===== src/rtl/sysctl_pkg.sv =====
package sysctl_pkg;

    // Bit positions inside the control register (software visible layout)
    localparam int A20_BIT  = 1;
    localparam int INIT_BIT = 0;

    typedef struct packed {
        logic fast_a20;
        logic init_bit;
    } ctl_t;

endpackage


===== src/rtl/io_decode.sv =====
module io_decode #(
    parameter int ADDR_W   = 16,
    parameter int REG_ADDR = 'h92
) (
    input  logic [ADDR_W-1:0] addr,
    input  logic              wr,
    input  logic              rd,
    output logic              wr_hit,
    output logic              rd_hit
);
    localparam logic [ADDR_W-1:0] MATCH = ADDR_W'(REG_ADDR);

    logic sel;

    always_comb begin
        sel    = (addr == MATCH);
        wr_hit = wr & sel;
        rd_hit = rd & sel;
    end
endmodule


===== src/rtl/a20_combine.sv =====
module a20_combine (
    input  logic fast_a20,
    input  logic gate,
    output logic mask_n
);
    // Mask is asserted (low) only when neither source enables bit 20
    always_comb begin
        mask_n = fast_a20 | gate;
    end
endmodule


===== src/rtl/init_pulse.sv =====
module init_pulse #(
    parameter int PULSE_LEN = 16
) (
    input  logic clk,
    input  logic rst,
    input  logic start,
    output logic pulse
);
    localparam int CNT_W = (PULSE_LEN > 2) ? $clog2(PULSE_LEN) : 1;
    localparam logic [CNT_W-1:0] LOAD = CNT_W'(PULSE_LEN - 1);

    typedef struct packed {
        logic             busy;
        logic [CNT_W-1:0] left;
    } tmr_t;

    tmr_t tmr_d, tmr_q;

    always_comb begin
        tmr_d = tmr_q;
        if (start) begin
            tmr_d.busy = 1'b1;
            tmr_d.left = LOAD;
        end else if (tmr_q.busy) begin
            if (tmr_q.left == '0) begin
                tmr_d.busy = 1'b0;
            end else begin
                tmr_d.left = tmr_q.left - 1'b1;
            end
        end
    end

    always_ff @(posedge clk) begin
        if (rst) begin
            tmr_q <= '0;
        end else begin
            tmr_q <= tmr_d;
        end
    end

    assign pulse = tmr_q.busy;
endmodule


===== src/rtl/sysctl_a20_init.sv =====
module sysctl_a20_init
    import sysctl_pkg::*;
#(
    parameter int ADDR_W    = 16,
    parameter int DATA_W    = 8,
    parameter int REG_ADDR  = 'h92,
    parameter int PULSE_LEN = 16
) (
    input  logic              clk,
    input  logic              rst,
    input  logic [ADDR_W-1:0] io_addr,
    input  logic              io_wr,
    input  logic              io_rd,
    input  logic [DATA_W-1:0] io_wdata,
    output logic [DATA_W-1:0] io_rdata,
    input  logic              kbc_gate,
    output logic              a20_mask_n,
    output logic              cpu_init
);
    logic wr_hit;
    logic rd_hit;
    logic fire;
    ctl_t ctl_d, ctl_q;

    io_decode #(
        .ADDR_W   (ADDR_W),
        .REG_ADDR (REG_ADDR)
    ) u_dec (
        .addr   (io_addr),
        .wr     (io_wr),
        .rd     (io_rd),
        .wr_hit (wr_hit),
        .rd_hit (rd_hit)
    );

    // Next register value; a pulse fires only on a 0-to-1 change of the init bit
    always_comb begin
        ctl_d = ctl_q;
        fire  = 1'b0;
        if (wr_hit) begin
            fire           = io_wdata[INIT_BIT] & ~ctl_q.init_bit;
            ctl_d.fast_a20 = io_wdata[A20_BIT];
            ctl_d.init_bit = io_wdata[INIT_BIT];
        end
    end

    always_ff @(posedge clk) begin
        if (rst) begin
            ctl_q <= '0;
        end else begin
            ctl_q <= ctl_d;
        end
    end

    // Readback: reserved bits zero, data only while selected
    always_comb begin
        io_rdata = '0;
        if (rd_hit) begin
            io_rdata[A20_BIT]  = ctl_q.fast_a20;
            io_rdata[INIT_BIT] = ctl_q.init_bit;
        end
    end

    a20_combine u_a20 (
        .fast_a20 (ctl_q.fast_a20),
        .gate     (kbc_gate),
        .mask_n   (a20_mask_n)
    );

    init_pulse #(
        .PULSE_LEN (PULSE_LEN)
    ) u_pulse (
        .clk   (clk),
        .rst   (rst),
        .start (fire),
        .pulse (cpu_init)
    );
endmodule


===== config.mk =====
export PLATFORM = sky130hd
export DESIGN_NAME = sysctl_a20_init
export DESIGN_NICKNAME = d
export VERILOG_FILES = /design/src/rtl/sysctl_pkg.sv /design/src/rtl/io_decode.sv /design/src/rtl/a20_combine.sv /design/src/rtl/init_pulse.sv /design/src/rtl/sysctl_a20_init.sv
export SDC_FILE = /design/constraint.sdc
export NUM_CORES = 1
export LEC_CHECK = 0
export ABC_AREA = 1
export BUFFER_PORTS_ARGS = -buffer_cell sky130_fd_sc_hd__buf_2
export CAP_MARGIN = 40
export CORE_MARGIN = 2
export CORE_UTILIZATION = 40
export CTS_BUF_LIST = sky130_fd_sc_hd__clkbuf_8
export DETAILED_ROUTE_END_ITERATION = 12
export PLACE_DENSITY = 0.9
export SLEW_MARGIN = 15
export SYNTH_ARGS = -nofsm -noshare
export SYNTH_HDL_FRONTEND = slang
export SYNTH_SLANG_ARGS = --single-unit

===== constraint.sdc =====
create_clock -name clk -period 1.4 [get_ports clk]
set_input_delay 0.28 -clock clk [delete_from_list [all_inputs] [get_ports clk]]
set_output_delay 0.28 -clock clk [all_outputs]
set_load 0.03 [all_outputs]

==> flow_metrics.env, run 1 <==
export IMPL_status="finished clean"
export IMPL_grt_max_degree=8
export IMPL_critPathMaxFanout=2
export IMPL_ys_seq_elements=7
export IMPL_maxCapViolCount=0
export IMPL_cts_tree="built"
export IMPL_syn_inst=79
export IMPL_p_leak_nw=0.386
export IMPL_max_clock_path_buffers=2
export IMPL_final_common_cell="buf_2"
export IMPL_yosys_warnings=0
export IMPL_cts_num_sinks=7
export IMPL_ioPinCount=39
export IMPL_grt_usage_pct=16.5
export IMPL_critPathRequiredTime_ns=1.12
export IMPL_worstRegToRegCells=6
export IMPL_dp_hpwl_microns=881
export IMPL_fin_tns_setup_ns=0
export IMPL_max_freq_mhz=736
export IMPL_reg2reg_to="u_pulse.tmr_q[0]"
export IMPL_worstPathArrival_ns=1.08
export IMPL_switchingPower_mw=0.127
export IMPL_worst_clock_skew_ns=0.0000901
export IMPL_htree_levels=1
export IMPL_final_period_utilization_pct=97.1
export IMPL_min_path_cells=3
export IMPL_gp_congestion=0.697
export IMPL_holdWs_ns=0.306
export IMPL_p_sw_share_pct=23.3
export IMPL_synth_seq_area_share_pct=27.0
export IMPL_regToRegSetupSlack_ns=0.14
export IMPL_ant_nets=0
export IMPL_die_w_microns=40.0
export IMPL_final_cell_mix="buf_2, nand2_1, nor2_1"
export IMPL_cellInternalPower_mw=0.418
export IMPL_avgRoutedWirePerCell_microns=8.90
export IMPL_cts_hold_buf=0
export IMPL_min_period_ns=1.36
export IMPL_diodes=0
export IMPL_maxSlewViolCount=0
export IMPL_synth_area_sq_um=519
export IMPL_ir_drop_v=0.000539
export IMPL_placementRows=12
export IMPL_clock_latency_ns=0.22
export IMPL_powerDensity_nw_per_um2=759
export IMPL_rsz0062_at_grt="no"
export IMPL_grt_pass1_vias=504
export IMPL_hold_path_class="in -> reg"
export IMPL_crit_path_end_kind="primary output"
export IMPL_grt_overflow=0
export IMPL_ys_types=17
export IMPL_layout_drive_gt1_share_pct=39.1
export IMPL_root_buffer="clkbuf_8"
export IMPL_portBuffers=26
export IMPL_nets=142
export IMPL_cp_start_kind="input port"
export IMPL_min_from="io_wdata[0]"
export IMPL_critPathKind="in -> out"
export IMPL_setup_ws_ns=0.0406
export IMPL_combPwrFrac_pct=14.4
export IMPL_routed_via_density=4.30
export IMPL_dp_slack_ns=0.0546
export IMPL_drt_iter0_markers=6
export IMPL_die_area_sq_um=1600
export IMPL_vias=533
export IMPL_numCtsBuffers=3
export IMPL_min_to="ctl_q[0]"
export IMPL_drt_wl_total_microns=1100
export IMPL_clock_power_share_pct=48.8
export IMPL_core_sq_um=1160
export IMPL_seq_power_share_pct=36.8
export IMPL_finalSetupViolCount=0
export IMPL_start_util_pct=44.9
export IMPL_die_h_microns=40.0
export IMPL_area_growth_pct=38.3
export IMPL_fin_util_pct=62.1
export IMPL_clkTransAtPathRegs_ns=0.04
export IMPL_first_pass_iters=4
export IMPL_syn_avg_cell_area_sq_um=6.57
export IMPL_grt_first_pass_wirelength_microns=1800
export IMPL_r2r_start="u_pulse.tmr_q[0]"
export IMPL_drc=0
export IMPL_hold_violations=0
export IMPL_antenna_found_initial=0
==> cell usage after synthesis <==
cell type | instances | share of area, %
inv_2 | 1 | 0.72
ha_1 | 2 | 4.8
or2_2 | 1 | 1.2
nand3_1 | 4 | 3.9
nand3_2 | 2 | 3.9
xor2_1 | 1 | 1.7
inv_1 | 11 | 8.0
nand2_1 | 16 | 12
a21oi_1 | 5 | 4.8
nor2_1 | 16 | 12
dfxtp_1 | 7 | 27
nand4_4 | 1 | 4.1
buf_4 | 6 | 8.7
conb_1 | 1 | 0.72
nor2_4 | 2 | 4.3
nand4_1 | 2 | 2.4
clkinv_1 | 1 | 0.72
==> stage by stage <==
stage                     instance area (sq um)  cells  power (mW)
after global routing                        718    124       0.569
after global placement                      656    120       0.275
after floorplan                             538     84       0.255
after CTS                                   701    124       0.545
after detailed placement                    656    120       0.278
final                                       718    124       0.545
==> worst max-delay path, stage by stage <==
cell	delay, ns
buf_2	0.11
nor2_2	0.13
nand2_2	0.07
nor2_4	0.11
nand3_2	0.09
nor2_1	0.08
buf_2	0.19
==> power by group through the flow <==
stage / clock network, mW / registers, mW / logic [mW]
final: 0.266 / 0.200 / 0.0787
after detailed placement: 0 / 0.204 / 0.0741
after floorplan: 0 / 0.204 / 0.0511
after global routing: 0.282 / 0.200 / 0.0868
after global placement: 0 / 0.204 / 0.0715
after CTS: 0.270 / 0.200 / 0.0743
==> layer usage <==
metal	track usage [%]	vias to the layer above	routed length [microns]
met5	0	-	0
met4	4.31	0	0
met3	3.33	0	42
met2	32.3	11	622
met1	17.5	230	438
li1	-	292	-
==> state kept, by name (all words and copies together) (netlist names) <==
name and count:
ctl_q 2, u_pulse.tmr_q 4, u_pulse.pulse 1
==> area by class of cell <==
cell class | count | area, sq um
Multi-Input combinational cell | 58 | 319
Timing Repair Buffer | 28 | 148
Tap cell | 14 | 17.5
Fill cell | 109 | 438
Clock buffer | 3 | 41.3
Clock inverter | 1 | 3.75
Inverter | 13 | 48.8
Sequential cell | 7 | 140
==> worst max path at each step <==
stage / startpoint / end / slack [ns] / cells after the start
after floorplan: io_addr[13] / io_rdata[0] / 0.002 / 5
after global placement: io_addr[13] / io_rdata[1] / 0.08 / 7
after detailed placement: io_addr[15] / io_rdata[0] / 0.05 / 7
after CTS: io_addr[15] / io_rdata[0] / 0.05 / 7
after global routing: io_addr[13] / io_rdata[1] / 0.004 / 7
final: io_addr[13] / io_rdata[1] / 0.04 / 7
==> timing repair <==
item                       4_1_cts  5_1_grt
setup endpoints to repair        0        2
setup buffers                    0        0
gates resized for setup          0        7
==> cells by family (layout without fill, tap and decap cells) <==
| logic type | count (synthesis) | in the layout | share of synthesized area, % |
|---|---|---|---|
| compound gates | 5 | 5 | 4.82 |
| fa+ha+maj | 2 | 2 | 4.82 |
| xor+xnor | 1 | 1 | 1.69 |
| flops | 7 | 7 | 27.0 |
| other cells | 1 | 6 | 0.722 |
| simple gates | 44 | 44 | 42.9 |
| buf+inv | 19 | 45 | 18.1 |
Note: power is estimated with default switching activity, not from simulation.
==> run 2, diff against run 1 <==
Settings changed: CORE_UTILIZATION 40 to 41, PLACE_DENSITY 0.9 to 0.91, SYNTH_HIERARCHICAL set to 1.
==> flow_metrics.env, run 2 <==
export IMPL_largest_register="u_pulse/tmr_q"
export IMPL_final_common_cell="buf_2"
export IMPL_max_freq_mhz=706
export IMPL_syn_inst=86
export IMPL_combPwrFrac_pct=15.9
export IMPL_clock_latency_ns=0.23
export IMPL_first_pass_iters=4
export IMPL_rsz0062_at_grt="yes"
export IMPL_finalSetupViolCount=1
export IMPL_yosys_warnings=6
export IMPL_htree_levels=1
export IMPL_root_buffer="clkbuf_8"
export IMPL_p_leak_nw=0.433
export IMPL_critPathBufInv=3
export IMPL_cp_slowest_stage_delay_ns=0.13
export IMPL_numCtsBuffers=3
export IMPL_final_cell_mix="buf_2, nand2_1, inv_1"
export IMPL_yosysMostFrequentCell="nand2_1"
export IMPL_clkTransAtPathRegs_ns=0.04
export IMPL_nets=150
export IMPL_die_w_microns=40.2
export IMPL_synth_area_leaders="dfxtp_1, nand2_1, nor2_1, inv_1, buf_4"
export IMPL_min_period_ns=1.42
export IMPL_clock_power_share_pct=49.1
export IMPL_drc=0
export IMPL_ant_nets=0
export IMPL_worst_clock_skew_ns=0.00244
export IMPL_yosysTopAreaCellShare_pct=26.1
export IMPL_status="finished, violations left"
export IMPL_crit_path_frequent_cell="nand2_1"
export IMPL_synth_top_cell_by_area="dfxtp_1"
export IMPL_critPathRequiredTime_ns=1.12
export IMPL_power_mw=0.571
export IMPL_ys_types=19
export IMPL_crit_path_end_kind="primary output"
export IMPL_hold_violations=0
export IMPL_antenna_found_initial=0
export IMPL_diodes=0
export IMPL_post_cts_setup_buffers=0
export IMPL_gp_congestion=0.749
export IMPL_critPathKind="in -> out"
export IMPL_hold_path_class="in -> reg"
export IMPL_cts_tree="built"
export IMPL_slowest_stage="buf_6"
export IMPL_worstRegToRegCells=7
export IMPL_powerDensity_nw_per_um2=700
export IMPL_regToRegSetupSlack_ns=0.10
export IMPL_largest_reg_flops=4
export IMPL_dp_slack_ns=-0.194
export IMPL_maxSlewViolCount=0
export IMPL_start_util_pct=42.3
export IMPL_die_area_sq_um=1610
export IMPL_grt_pass1_vias=496
export IMPL_core_sq_um=1270
export IMPL_routed_via_density=4.52
export IMPL_placementRows=13
export IMPL_final_period_utilization_pct=101
export IMPL_synthArstFlopShare_pct=0
export IMPL_max_clock_path_buffers=2
export IMPL_ir_drop_v=0.000401
export IMPL_synth_area_sq_um=537
export IMPL_seq_power_share_pct=35.0
export IMPL_min_path_cells=2
export IMPL_synth_ff_type="dfxtp_1"
export IMPL_syn_avg_cell_area_sq_um=6.24
export IMPL_grt_max_degree=7
export IMPL_cts_num_sinks=7
export IMPL_vias=601
export IMPL_holdWs_ns=0.305
export IMPL_drt_iter0_markers=17
export IMPL_switchingPower_mw=0.142
export IMPL_violations="setup timing"
export IMPL_grt_overflow=0
export IMPL_die_h_microns=40.2
export IMPL_maxCapViolCount=0
export IMPL_synthTopCellsByCount="nand2_1, nor2_1, inv_1, dfxtp_1, buf_4"
export IMPL_min_to="u_pulse/tmr_q[2]"
export IMPL_path_cells="buf_2 -> nor2_1 -> nand2_1 -> nor2_2 -> nand2_2 -> nor2_4 -> nand2_1 -> inv_1 -> buf_6"
export IMPL_r2r_start="u_pulse/tmr_q[0]"
export IMPL_synth_edf_count=0
export IMPL_area_growth_pct=52.0
export IMPL_ys_seq_elements=7
export IMPL_critPathMaxFanout=2
export IMPL_min_from="rst"
export IMPL_layout_drive_gt1_share_pct=49.2
export IMPL_drt_wl_total_microns=1530
export IMPL_p_sw_share_pct=24.9
export IMPL_cellInternalPower_mw=0.429
export IMPL_worstPathArrival_ns=1.14
export IMPL_avgRoutedWirePerCell_microns=11.5
export IMPL_ioPinCount=39
export IMPL_reg2reg_to="u_pulse/tmr_q[2]"
export IMPL_cp_start_kind="input port"
export IMPL_grt_first_pass_wirelength_microns=1880
export IMPL_critical_path_top_delay_family="simple AND/OR/NAND/NOR gates"
export IMPL_portBuffers=26
export IMPL_grt_usage_pct=17.4
export IMPL_setup_ws_ns=-0.0166
export IMPL_synth_seq_area_share_pct=26.1
export IMPL_dp_hpwl_microns=963
==> run 2: cell types whose count changed after synthesis, moves of 2 or more <==
cell / before / now
nand2_1: 16 / 20
inv_1: 11 / 15
inv_2: 1 / 3
nand3_2: 2 / 0
a21oi_2: 0 / 2
a21oi_1: 5 / 1
nand2_4: 0 / 2
nor2_4: 2 / 0
==> run 2: power groups by stage <==
stage	registers [mW]	clock network (mW)	logic (mW)
2_1_floorplan	0.204	0	0.0481
3_3_place_gp	0.204	0	0.0679
3_5_place_dp	0.204	0	0.0692
4_1_cts	0.200	0.279	0.0694
5_1_grt	0.200	0.296	0.0978
6_report	0.200	0.280	0.0907
==> run 2: worst max-delay path by stage <==
stage               start               end  slack, ns  depth (start not counted)
6_report       io_addr[8]       io_rdata[0]      -0.02                          9
5_1_grt        io_addr[1]  u_pulse/tmr_q[1]      -0.09                         14
4_1_cts        io_addr[9]       io_rdata[0]      -0.01                          9
3_5_place_dp   io_addr[9]  u_pulse/tmr_q[1]      -0.19                         13
3_3_place_gp   io_addr[9]  u_pulse/tmr_q[1]      -0.13                         13
2_1_floorplan  io_addr[7]  u_pulse/tmr_q[1]       0.03                         13
==> run 2: cell type report <==
| class | count | area [sq um] |
|---|---|---|
| clock buffers | 3 | 41.3 |
| clock inverters | 1 | 3.75 |
| fillers | 102 | 453 |
| inverters | 18 | 67.6 |
| multi-input cells | 60 | 348 |
| flip-flops and latches | 7 | 140 |
| well taps | 15 | 18.8 |
| repair buffers | 29 | 196 |
==> run 2: kinds of logic (layout without fill, tap and decap cells) <==
logic type,count (synthesis),in the layout,synth area share (%)
and+or+nand+nor,48,48,42.4
adders and majority gates,2,2,4.66
other,1,6,0.699
buffers and inverters,24,51,21.0
AOI/OAI and AO/OA,4,4,5.13
DFF,7,7,26.1
==> run 2: repair_timing <==
action,4_1_cts,5_1_grt
hold endpoints to repair,0,0
hold buffers,0,0
setup endpoints to repair,2,7
resized for setup,5,23
pin swaps,0,12
==> run 2: per-stage QoR <==
step,utilization [%],instances,instance area (sq um),TNS (ns)
floorplan,-,91,556,0
global placement,53.7,129,682,-0.367
detailed placement,53.7,129,682,-0.762
CTS,58.2,133,738,-0.00971
global route,64.3,133,816,-0.292
finish,64.3,133,816,-0.0166
==> run 2: per-layer routing <==
layer,vias up,share of wire [%],wire length [microns],GRT usage (%)
met5,-,0,0,0
li1,308,-,-,-
met1,265,41,621,19.3
met2,20,53,802,30.6
met3,8,3.7,57,3.89
met4,0,2.9,45,9.17
